### src/rtl/dpcoll_pkg.sv
package dpcoll_pkg;
  typedef enum logic [1:0] {
    OWN_NONE  = 2'b00,
    OWN_LEFT  = 2'b01,
    OWN_RIGHT = 2'b10
  } owner_e;
endpackage

### src/rtl/dpcoll_port_track.sv
module dpcoll_port_track #(
  parameter int ADDR_W = 15
) (
  input  logic              clk,
  input  logic              rst,
  input  logic              en_n,
  input  logic [ADDR_W-1:0] addr,
  output logic              changed
);
  logic              prev_en_n;
  logic [ADDR_W-1:0] prev_addr;

  // a port counts as settled when enable and address equal last edge's sample
  assign changed = (en_n != prev_en_n) || (addr != prev_addr);

  always_ff @(posedge clk) begin
    if (rst) begin
      prev_en_n <= 1'b1;
      prev_addr <= '0;
    end else begin
      prev_en_n <= en_n;
      prev_addr <= addr;
    end
  end
endmodule

### src/rtl/dpcoll_match.sv
module dpcoll_match #(
  parameter int ADDR_W = 15
) (
  input  logic              l_en_n,
  input  logic              r_en_n,
  input  logic [ADDR_W-1:0] l_addr,
  input  logic [ADDR_W-1:0] r_addr,
  output logic              hit
);
  assign hit = !l_en_n && !r_en_n && (l_addr == r_addr);
endmodule

### src/rtl/dpcoll_owner.sv
module dpcoll_owner
  import dpcoll_pkg::*;
(
  input  logic   clk,
  input  logic   rst,
  input  logic   master,
  input  logic   hit,
  input  logic   l_chg,
  input  logic   r_chg,
  output owner_e owner_d,
  output owner_e owner_q
);
  always_comb begin
    owner_d = owner_q;
    if (!master || !hit) begin
      owner_d = OWN_NONE;
    end else if (owner_q == OWN_NONE) begin
      // the settled side wins; a tie (both moved or both settled) goes left
      if (l_chg && !r_chg) owner_d = OWN_RIGHT;
      else                 owner_d = OWN_LEFT;
    end
  end

  always_ff @(posedge clk) begin
    if (rst) owner_q <= OWN_NONE;
    else     owner_q <= owner_d;
  end

  AST_WINNER_HELD: assert property (@(posedge clk) disable iff (rst)
    (master && hit && owner_q != OWN_NONE) |=> (owner_q == $past(owner_q))) else $error("winner changed mid-collision");

  AST_OWNER_ONEHOT: assert property (@(posedge clk) disable iff (rst)
    $onehot0(owner_q)) else $error("owner encoding");
endmodule

### src/rtl/dpcoll_outreg.sv
module dpcoll_outreg
  import dpcoll_pkg::*;
(
  input  logic   clk,
  input  logic   rst,
  input  logic   master,
  input  owner_e owner_d,
  input  logic   l_wr_n,
  input  logic   r_wr_n,
  input  logic   l_busy_in_n,
  input  logic   r_busy_in_n,
  output logic   l_busy_out_n,
  output logic   r_busy_out_n,
  output logic   busy_oe,
  output logic   l_wr_gated_n,
  output logic   r_wr_gated_n
);
  logic l_block, r_block;

  always_comb begin
    if (master) begin
      l_block = (owner_d == OWN_RIGHT);
      r_block = (owner_d == OWN_LEFT);
    end else begin
      l_block = !l_busy_in_n;
      r_block = !r_busy_in_n;
    end
  end

  always_ff @(posedge clk) begin
    if (rst) begin
      l_busy_out_n <= 1'b1;
      r_busy_out_n <= 1'b1;
      busy_oe      <= 1'b0;
      l_wr_gated_n <= 1'b1;
      r_wr_gated_n <= 1'b1;
    end else begin
      l_busy_out_n <= !(master && owner_d == OWN_RIGHT);
      r_busy_out_n <= !(master && owner_d == OWN_LEFT);
      busy_oe      <= master;
      l_wr_gated_n <= l_wr_n || l_block;
      r_wr_gated_n <= r_wr_n || r_block;
    end
  end

  AST_GATE_LEFT_BUSY: assert property (@(posedge clk) disable iff (rst)
    (busy_oe && !l_busy_out_n) |-> l_wr_gated_n) else $error("left write leaked");
  AST_GATE_RIGHT_BUSY: assert property (@(posedge clk) disable iff (rst)
    (busy_oe && !r_busy_out_n) |-> r_wr_gated_n) else $error("right write leaked");
  AST_SLAVE_QUIET: assert property (@(posedge clk) disable iff (rst)
    !busy_oe |-> (l_busy_out_n && r_busy_out_n)) else $error("busy driven in slave");
endmodule

### src/rtl/dpcoll_arbiter.sv
module dpcoll_arbiter
  import dpcoll_pkg::*;
#(
  parameter int ADDR_W = 15
) (
  input  logic              clk,
  input  logic              rst,
  input  logic              master_sel,
  input  logic              l_en_n,
  input  logic [ADDR_W-1:0] l_addr,
  input  logic              l_wr_n,
  input  logic              r_en_n,
  input  logic [ADDR_W-1:0] r_addr,
  input  logic              r_wr_n,
  input  logic              l_busy_in_n,
  input  logic              r_busy_in_n,
  output logic              l_busy_out_n,
  output logic              r_busy_out_n,
  output logic              busy_oe,
  output logic              l_wr_gated_n,
  output logic              r_wr_gated_n
);
  logic   hit, l_chg, r_chg;
  owner_e owner_d, owner_q;

  dpcoll_port_track #(.ADDR_W(ADDR_W)) u_trk_l (
    .clk(clk), .rst(rst), .en_n(l_en_n), .addr(l_addr), .changed(l_chg));
  dpcoll_port_track #(.ADDR_W(ADDR_W)) u_trk_r (
    .clk(clk), .rst(rst), .en_n(r_en_n), .addr(r_addr), .changed(r_chg));

  dpcoll_match #(.ADDR_W(ADDR_W)) u_match (
    .l_en_n(l_en_n), .r_en_n(r_en_n), .l_addr(l_addr), .r_addr(r_addr), .hit(hit));

  dpcoll_owner u_owner (
    .clk(clk), .rst(rst), .master(master_sel), .hit(hit),
    .l_chg(l_chg), .r_chg(r_chg), .owner_d(owner_d), .owner_q(owner_q));

  dpcoll_outreg u_out (
    .clk(clk), .rst(rst), .master(master_sel), .owner_d(owner_d),
    .l_wr_n(l_wr_n), .r_wr_n(r_wr_n),
    .l_busy_in_n(l_busy_in_n), .r_busy_in_n(r_busy_in_n),
    .l_busy_out_n(l_busy_out_n), .r_busy_out_n(r_busy_out_n), .busy_oe(busy_oe),
    .l_wr_gated_n(l_wr_gated_n), .r_wr_gated_n(r_wr_gated_n));

  AST_NEVER_BOTH_BUSY: assert property (@(posedge clk) disable iff (rst)
    (l_busy_out_n || r_busy_out_n)) else $error("both ports busy");
  AST_BUSY_NEEDS_MATCH: assert property (@(posedge clk) disable iff (rst)
    !(master_sel && hit) |=> (l_busy_out_n && r_busy_out_n)) else $error("busy without collision");
  AST_BUSY_FOLLOWS_OWNER: assert property (@(posedge clk) disable iff (rst)
    (owner_q == OWN_LEFT) |-> (!r_busy_out_n && l_busy_out_n)) else $error("busy side vs owner");
endmodule

### config.mk
export PLATFORM = sky130hd
export DESIGN_NAME = dpcoll_arbiter
export DESIGN_NICKNAME = d
export VERILOG_FILES = /design/src/rtl/dpcoll_pkg.sv /design/src/rtl/dpcoll_port_track.sv /design/src/rtl/dpcoll_match.sv /design/src/rtl/dpcoll_owner.sv /design/src/rtl/dpcoll_outreg.sv /design/src/rtl/dpcoll_arbiter.sv
export SDC_FILE = /design/constraint.sdc
export NUM_CORES = 1
export LEC_CHECK = 0
export ABC_CLOCK_PERIOD_IN_PS = 1400
export BUFFER_PORTS_ARGS = -buffer_cell sky130_fd_sc_hd__buf_2
export CAP_MARGIN = 20
export CORE_UTILIZATION = 46
export DETAILED_ROUTE_END_ITERATION = 10
export PLACE_DENSITY = 0.74
export SLEW_MARGIN = 0
export SYNTH_ARGS = -nofsm -noshare
export SYNTH_HDL_FRONTEND = slang
export SYNTH_SLANG_ARGS = --single-unit
### constraint.sdc
create_clock -name clk -period 1.4 [get_ports clk]
set_input_delay 0.28 -clock clk [delete_from_list [all_inputs] [get_ports clk]]
set_output_delay 0.28 -clock clk [all_outputs]
set_load 0.005 [all_outputs]
==> flow_metrics.env, run 1 <==
export IMPL_cp_arrival_ns=1.76
export IMPL_placedCellCount=245
export IMPL_setup_ws_ns=-0.114
export IMPL_cts_tree="done"
export IMPL_synth_top_cell_by_area="dfxtp_1"
export IMPL_grt_first_pass_wirelength_mm=5.00
export IMPL_startpoint_type="flip-flop"
export IMPL_diodes=0
export IMPL_min_period_ns=1.51
export IMPL_finalSetupViolCount=6
export IMPL_synthFlopType="dfxtp_1"
export IMPL_htreeDepth=2
export IMPL_drive_gt1_share_pct=38.0
export IMPL_clock_sinks=39
export IMPL_reg2regPathDepth=5
export IMPL_grtUsageMet3_pct=5.67
export IMPL_first_iter_violations=20
export IMPL_finalMaxSlewViolations=0
export IMPL_cts_buffers=5
export IMPL_synthArstFlopShare_pct=0
export IMPL_initial_core_util_pct=48.4
export IMPL_worstMarginPinSlew_ns=0.610
export IMPL_syn_cell_area_sq_mm=0.00163
export IMPL_die_h_um=61.5
export IMPL_first_pass_iters=2
export IMPL_core_area_sq_mm=0.00336
export IMPL_gp_congestion=0.733
export IMPL_pin_count=44
export IMPL_gr_total_overflow=0
export IMPL_busiest_layer="met2"
export IMPL_yosysWarnings=0
export IMPL_gr_usage_met1_pct=22.5
export IMPL_synth_cell_types=20
export IMPL_clk_pin_slew_ns=0.11
export IMPL_dpl_hpwl_mm=2.50
export IMPL_finalNonFillerCells=254
export IMPL_die_area_sq_mm=0.00378
export IMPL_max_freq_mhz=660
export IMPL_skew_ns=0.00380
export IMPL_yosys_top_cells_count="dfxtp_1 (39), nor2b_1 (32), xnor2_1 (31)"
export IMPL_pre_cts_ws_ns=-0.233
export IMPL_post_drt_wl_per_cell_um=12.9
export IMPL_cp_max_fo=3
export IMPL_die_w_um=61.5
export IMPL_yosysSeqAreaShare_pct=48.0
export IMPL_row_count=21
export IMPL_criticalPathCategory="flip-flop to flip-flop"
export IMPL_netlist_instances=154
export IMPL_relSlewSlack_pct=59.3
export IMPL_synth_edf_count=0
export IMPL_leakage_nw=0.855
export IMPL_fin_tns_setup_ns=-0.387
export IMPL_end_kind="flip-flop"
export IMPL_fin_nets=246
export IMPL_grt_pass1_vias=1134
export IMPL_grt_max_degree=36
export IMPL_maxCapViolCount=0
export IMPL_ir_drop_mv=0.844
export IMPL_synth_most_common_cell="dfxtp_1"
export IMPL_synth_top_area_share_pct=48.0
export IMPL_power_frac_seq_pct=55.2
export IMPL_syn_area_per_cell_sq_um=10.6
export IMPL_antenna_found_initial=0
export IMPL_area_growth_pct=28.4
export IMPL_rsz0062_at_grt="yes"
export IMPL_grt_met2_usage_pct=31.8
export IMPL_power_density_mw_per_mm2=1030
export IMPL_clock_root_buffer="clkbuf_4"
export IMPL_clk_latency_ns=0.34
export IMPL_p_int_w=0.00163
export IMPL_finalPower_w=0.00216
export IMPL_grt_usage_pct=18.9
export IMPL_power_share_clock_pct=29.6
export IMPL_hold_path_class="primary input to flip-flop"
export IMPL_cp_required_ns=1.65
export IMPL_wirelength_mm=3.28
export IMPL_drc=0
export IMPL_fin_crit_sh_pct=108
export IMPL_cts_buffer_depth=2
export IMPL_final_antenna_net_count=0
export IMPL_outcome="finished, violations left"
export IMPL_ys_ff_latch=39
export IMPL_route_vias_total=1176
export IMPL_switchingPower_w=0.000522
export IMPL_violations="negative setup slack"
export IMPL_fin_util_pct=62.2
export IMPL_synth_area_leaders="dfxtp_1 (48%), xnor2_1 (17%), nor2b_1 (12%)"
export IMPL_hold_violations=0
export IMPL_synth_fp_nets=193
export IMPL_pwr_share_comb_pct=15.2
export IMPL_min_path_cells=2
export IMPL_p_sw_share_pct=24.2
export IMPL_routed_via_density=4.63
export IMPL_port_buffers=43
[area by class of cell]
| type | count | area, sq um |
|---|---|---|
| Clock buffer | 8 | 68.8 |
| Fill cell | 294 | 1270 |
| Inverter | 1 | 3.75 |
| Multi-Input combinational cell | 110 | 903 |
| Sequential cell | 39 | 790 |
| Tap cell | 46 | 57.6 |
| Timing Repair Buffer | 50 | 268 |
[metal layers]
layer | vias to the layer above | routed length, um
li1 | 604 | -
met4 | 0 | 50
met1 | 536 | 1480
met2 | 30 | 1610
met5 | - | 0
met3 | 6 | 141
[power by group through the flow]
stage / combinational (W) / sequential [W] / clock, W
floorplan: 0.000175 / 0.00121 / 0
global placement: 0.000300 / 0.00121 / 0
detailed placement: 0.000310 / 0.00121 / 0
CTS: 0.000315 / 0.00119 / 0.000652
global route: 0.000360 / 0.00120 / 0.000712
finish: 0.000327 / 0.00119 / 0.000638
[path summary, 6_finish.rpt]
check,from,end,slack (ns)
setup reg to reg,u_trk_l.prev_addr[3],u_out.l_wr_gated_n,-0.11
hold / removal,l_en_n,u_trk_l.prev_en_n,0.16
hold reg to reg,u_owner.owner_q[0],u_out.l_busy_out_n,0.51
setup / recovery,u_trk_l.prev_addr[3],u_out.l_wr_gated_n,-0.11
[repair_timing]
item | 4_1_cts | 5_1_grt
gates cloned | 0 | 0
hold buffers | 0 | 0
resized for setup | 3 | 14
pin swaps | 11 | 18
setup endpoints to repair | 6 | 6
buffers inserted | 0 | 1
[logic make-up (layout without fill, tap and decap cells)]
group | Yosys count | after routing | synth area share [%]
AO/OA/AOI/OAI | 7 | 7 | 2.77
XOR/XNOR | 47 | 47 | 25.3
AND/OR/NAND/NOR | 56 | 56 | 22.8
flip-flops | 39 | 39 | 48.0
buffers and inverters | 5 | 59 | 1.15
[worst max-delay path, cell delays in order, from the launching register on]
cell,delay (ns)
dfxtp_2,0.33
xor2_1,0.14
nor4_2,0.32
nand4_1,0.18
a21o_1,0.24
a31o_1,0.21
[cells in the final DEF (no fill, tap or decap), types with 2 or more instances in the layout]
cell,synthesis,routed
buf_2,0,43
nor2b_1,32,32
dfxtp_1,39,32
xnor2_1,31,27
xor2_1,16,14
nand4_1,9,9
buf_4,0,7
dfxtp_2,0,7
nor4_2,5,5
clkbuf_4,0,5
xnor2_2,0,4
nor2_1,3,3
or2_2,2,2
xor2_2,0,2
o21ai_0,2,2
a21o_1,2,2
clkbuf_8,0,2
[per-stage QoR]
stage               instance area [sq um]  hold slack [ns]
global placement                     1930            0.447
floorplan                            1630            0.387
finish                               2090            0.162
global route                         2090            0.148
CTS                                  2020            0.157
detailed placement                   1930            0.461
[sequential cells by signal (all words and copies together), names as in the netlist]
name,flops
u_trk_l.prev_en_n,1
u_out.busy_oe,1
u_trk_l.prev_addr,15
u_out.l_wr_gated_n,1
u_out.l_busy_out_n,1
u_owner.owner_q,2
u_trk_r.prev_en_n,1
u_out.r_busy_out_n,1
u_trk_r.prev_addr,15
u_out.r_wr_gated_n,1
Power figures use the tool's default switching activity.
==> run 2: changes to the inputs <==
CTS_CLUSTER_DIAMETER = 30   (was not set)
SETUP_SLACK_MARGIN = 0.4   (was not set)
==> run 2 against run 1 <==
Net effect: the run still ends with negative setup slack left; via count rose by 2.4%; critical path depth stayed put; setup slack gained 0.015 ns; non-clock buffer count down 1; die area is the same; final area rose by 1.1%; largest cell class unchanged.
==> flow_metrics.env, run 2 (synthesized netlist as in run 1, its figures left out) <==
export IMPL_outcome="finished, violations left"
export IMPL_violations="negative setup slack"
export IMPL_dpl_hpwl_mm=2.51
export IMPL_pin_count=44
export IMPL_port_buffers=43
export IMPL_max_freq_mhz=667
export IMPL_cp_arrival_ns=1.76
export IMPL_final_cell_area_sq_mm=0.00211
export IMPL_maxCapViolCount=0
export IMPL_hold_violations=0
export IMPL_grt_first_pass_wirelength_mm=5.08
export IMPL_ir_drop_mv=0.720
export IMPL_worstMarginPinSlew_ns=0.461
export IMPL_row_count=21
export IMPL_clock_root_buffer="clkbuf_4"
export IMPL_grt_pass1_vias=1167
export IMPL_fin_crit_sh_pct=107
export IMPL_relSlewSlack_pct=69.3
export IMPL_rsz0062_at_grt="yes"
export IMPL_end_kind="flip-flop"
export IMPL_final_cell_mix="buf_2 (41), dfxtp_1 (34), nor2b_1 (31)"
export IMPL_final_antenna_net_count=0
export IMPL_startpoint_type="flip-flop"
export IMPL_die_h_um=61.5
export IMPL_cp_max_fo=3
export IMPL_reg2regPathDepth=5
export IMPL_hold_buffers=0
export IMPL_core_area_sq_mm=0.00336
export IMPL_cts_tree="done"
export IMPL_pre_cts_ws_ns=-0.352
export IMPL_fin_tns_setup_ns=-0.290
export IMPL_min_period_ns=1.50
export IMPL_clock_sinks=39
export IMPL_dpl_cell_area_sq_mm=0.00195
export IMPL_die_w_um=61.5
export IMPL_antenna_found_initial=0
export IMPL_htreeDepth=2
export IMPL_diodes=0
export IMPL_finalMaxSlewViolations=0
export IMPL_final_common_cell="buf_2"
export IMPL_initial_core_util_pct=48.4
export IMPL_fin_nets=245
export IMPL_criticalPathCategory="flip-flop to flip-flop"
export IMPL_area_growth_pct=29.9
export IMPL_skew_ns=0.0107
export IMPL_post_drt_wl_per_cell_um=12.5
export IMPL_drive_gt1_share_pct=36.2
export IMPL_grt_usage_pct=19.2
export IMPL_cp_required_ns=1.66
export IMPL_cts_buffer_depth=2
export IMPL_min_path_cells=2
export IMPL_cts_buffers=5
export IMPL_hold_path_class="primary input to flip-flop"
export IMPL_route_vias_total=1204
export IMPL_power_density_mw_per_mm2=1150
export IMPL_gp_congestion=0.801
export IMPL_gr_total_overflow=0
export IMPL_wirelength_mm=3.17
export IMPL_setup_ws_ns=-0.0995
export IMPL_clk_latency_ns=0.35
export IMPL_finalSetupViolCount=6
export IMPL_first_pass_iters=4
export IMPL_die_area_sq_mm=0.00378
export IMPL_clk_pin_slew_ns=0.11
export IMPL_first_iter_violations=22
export IMPL_routed_via_density=4.76
export IMPL_grt_max_degree=26
export IMPL_cts_setup_buffers=0
export IMPL_leakage_nw=0.866
export IMPL_top_regs="u_trk_l.prev_addr (15), u_trk_r.prev_addr (15), u_owner.owner_q (2)"
export IMPL_drc=0
## run 2: where the power goes
group          switching (W)  internal [W]  total, W
clock network       0.000351      0.000557  0.000909
logic               0.000152      0.000175  0.000326
registers          0.0000243       0.00116   0.00119
total               0.000527       0.00190   0.00242
## run 2: final cells by class
class | count | area [sq um]
fill | 315 | 1250
multi-input combinational | 110 | 880
sequential | 39 | 787
timing repair buffer | 49 | 285
clock inverter | 2 | 60.1
tap | 46 | 57.6
clock buffer | 6 | 41.3
inverter | 1 | 3.75
## run 2: repair_timing
action                                 4_1_cts  5_1_grt
pin swaps                                    0        7
setup endpoints to repair                   11       11
gates resized for setup                      3       10
endpoints found under the hold margin        0        0
## run 2: metrics by stage
stage | std cells | utilization (%) | power, W | hold WS [ns]
after global placement | 245 | 58.0 | 0.00152 | 0.455
after global routing | 253 | 62.9 | 0.00253 | 0.140
after floorplan | 154 | - | 0.00139 | 0.387
after CTS | 253 | 61.6 | 0.00245 | 0.149
final | 253 | 62.9 | 0.00242 | 0.165
after detailed placement | 245 | 58.0 | 0.00153 | 0.467
## run 2: final timing paths
path	slack (ns)	end	startpoint
worst max register to register	-0.1	u_out.l_wr_gated_n	u_trk_l.prev_en_n
worst min register to register	0.50	u_out.l_busy_out_n	u_owner.owner_q[0]
worst max-delay path	-0.1	u_out.l_wr_gated_n	u_trk_l.prev_en_n
worst min-delay path	0.16	u_trk_r.prev_en_n	r_en_n
## run 2: worst max-delay path, stage by stage (launching register included)
cell and delay, ns:
dfxtp_1 0.33, xor2_1 0.14, nor4_2 0.35, nand4_1 0.19
a21o_1 0.22, a31o_1 0.18
## run 2: per-layer routing
metal / wire length (um) / vias to the layer above / global-route usage, %
met5: 0 / - / 0
met4: 51 / 0 / 7.62
met3: 174 / 7 / 7.14
met2: 1630 / 35 / 32.7
met1: 1320 / 557 / 21.8
li1: - / 605 / -
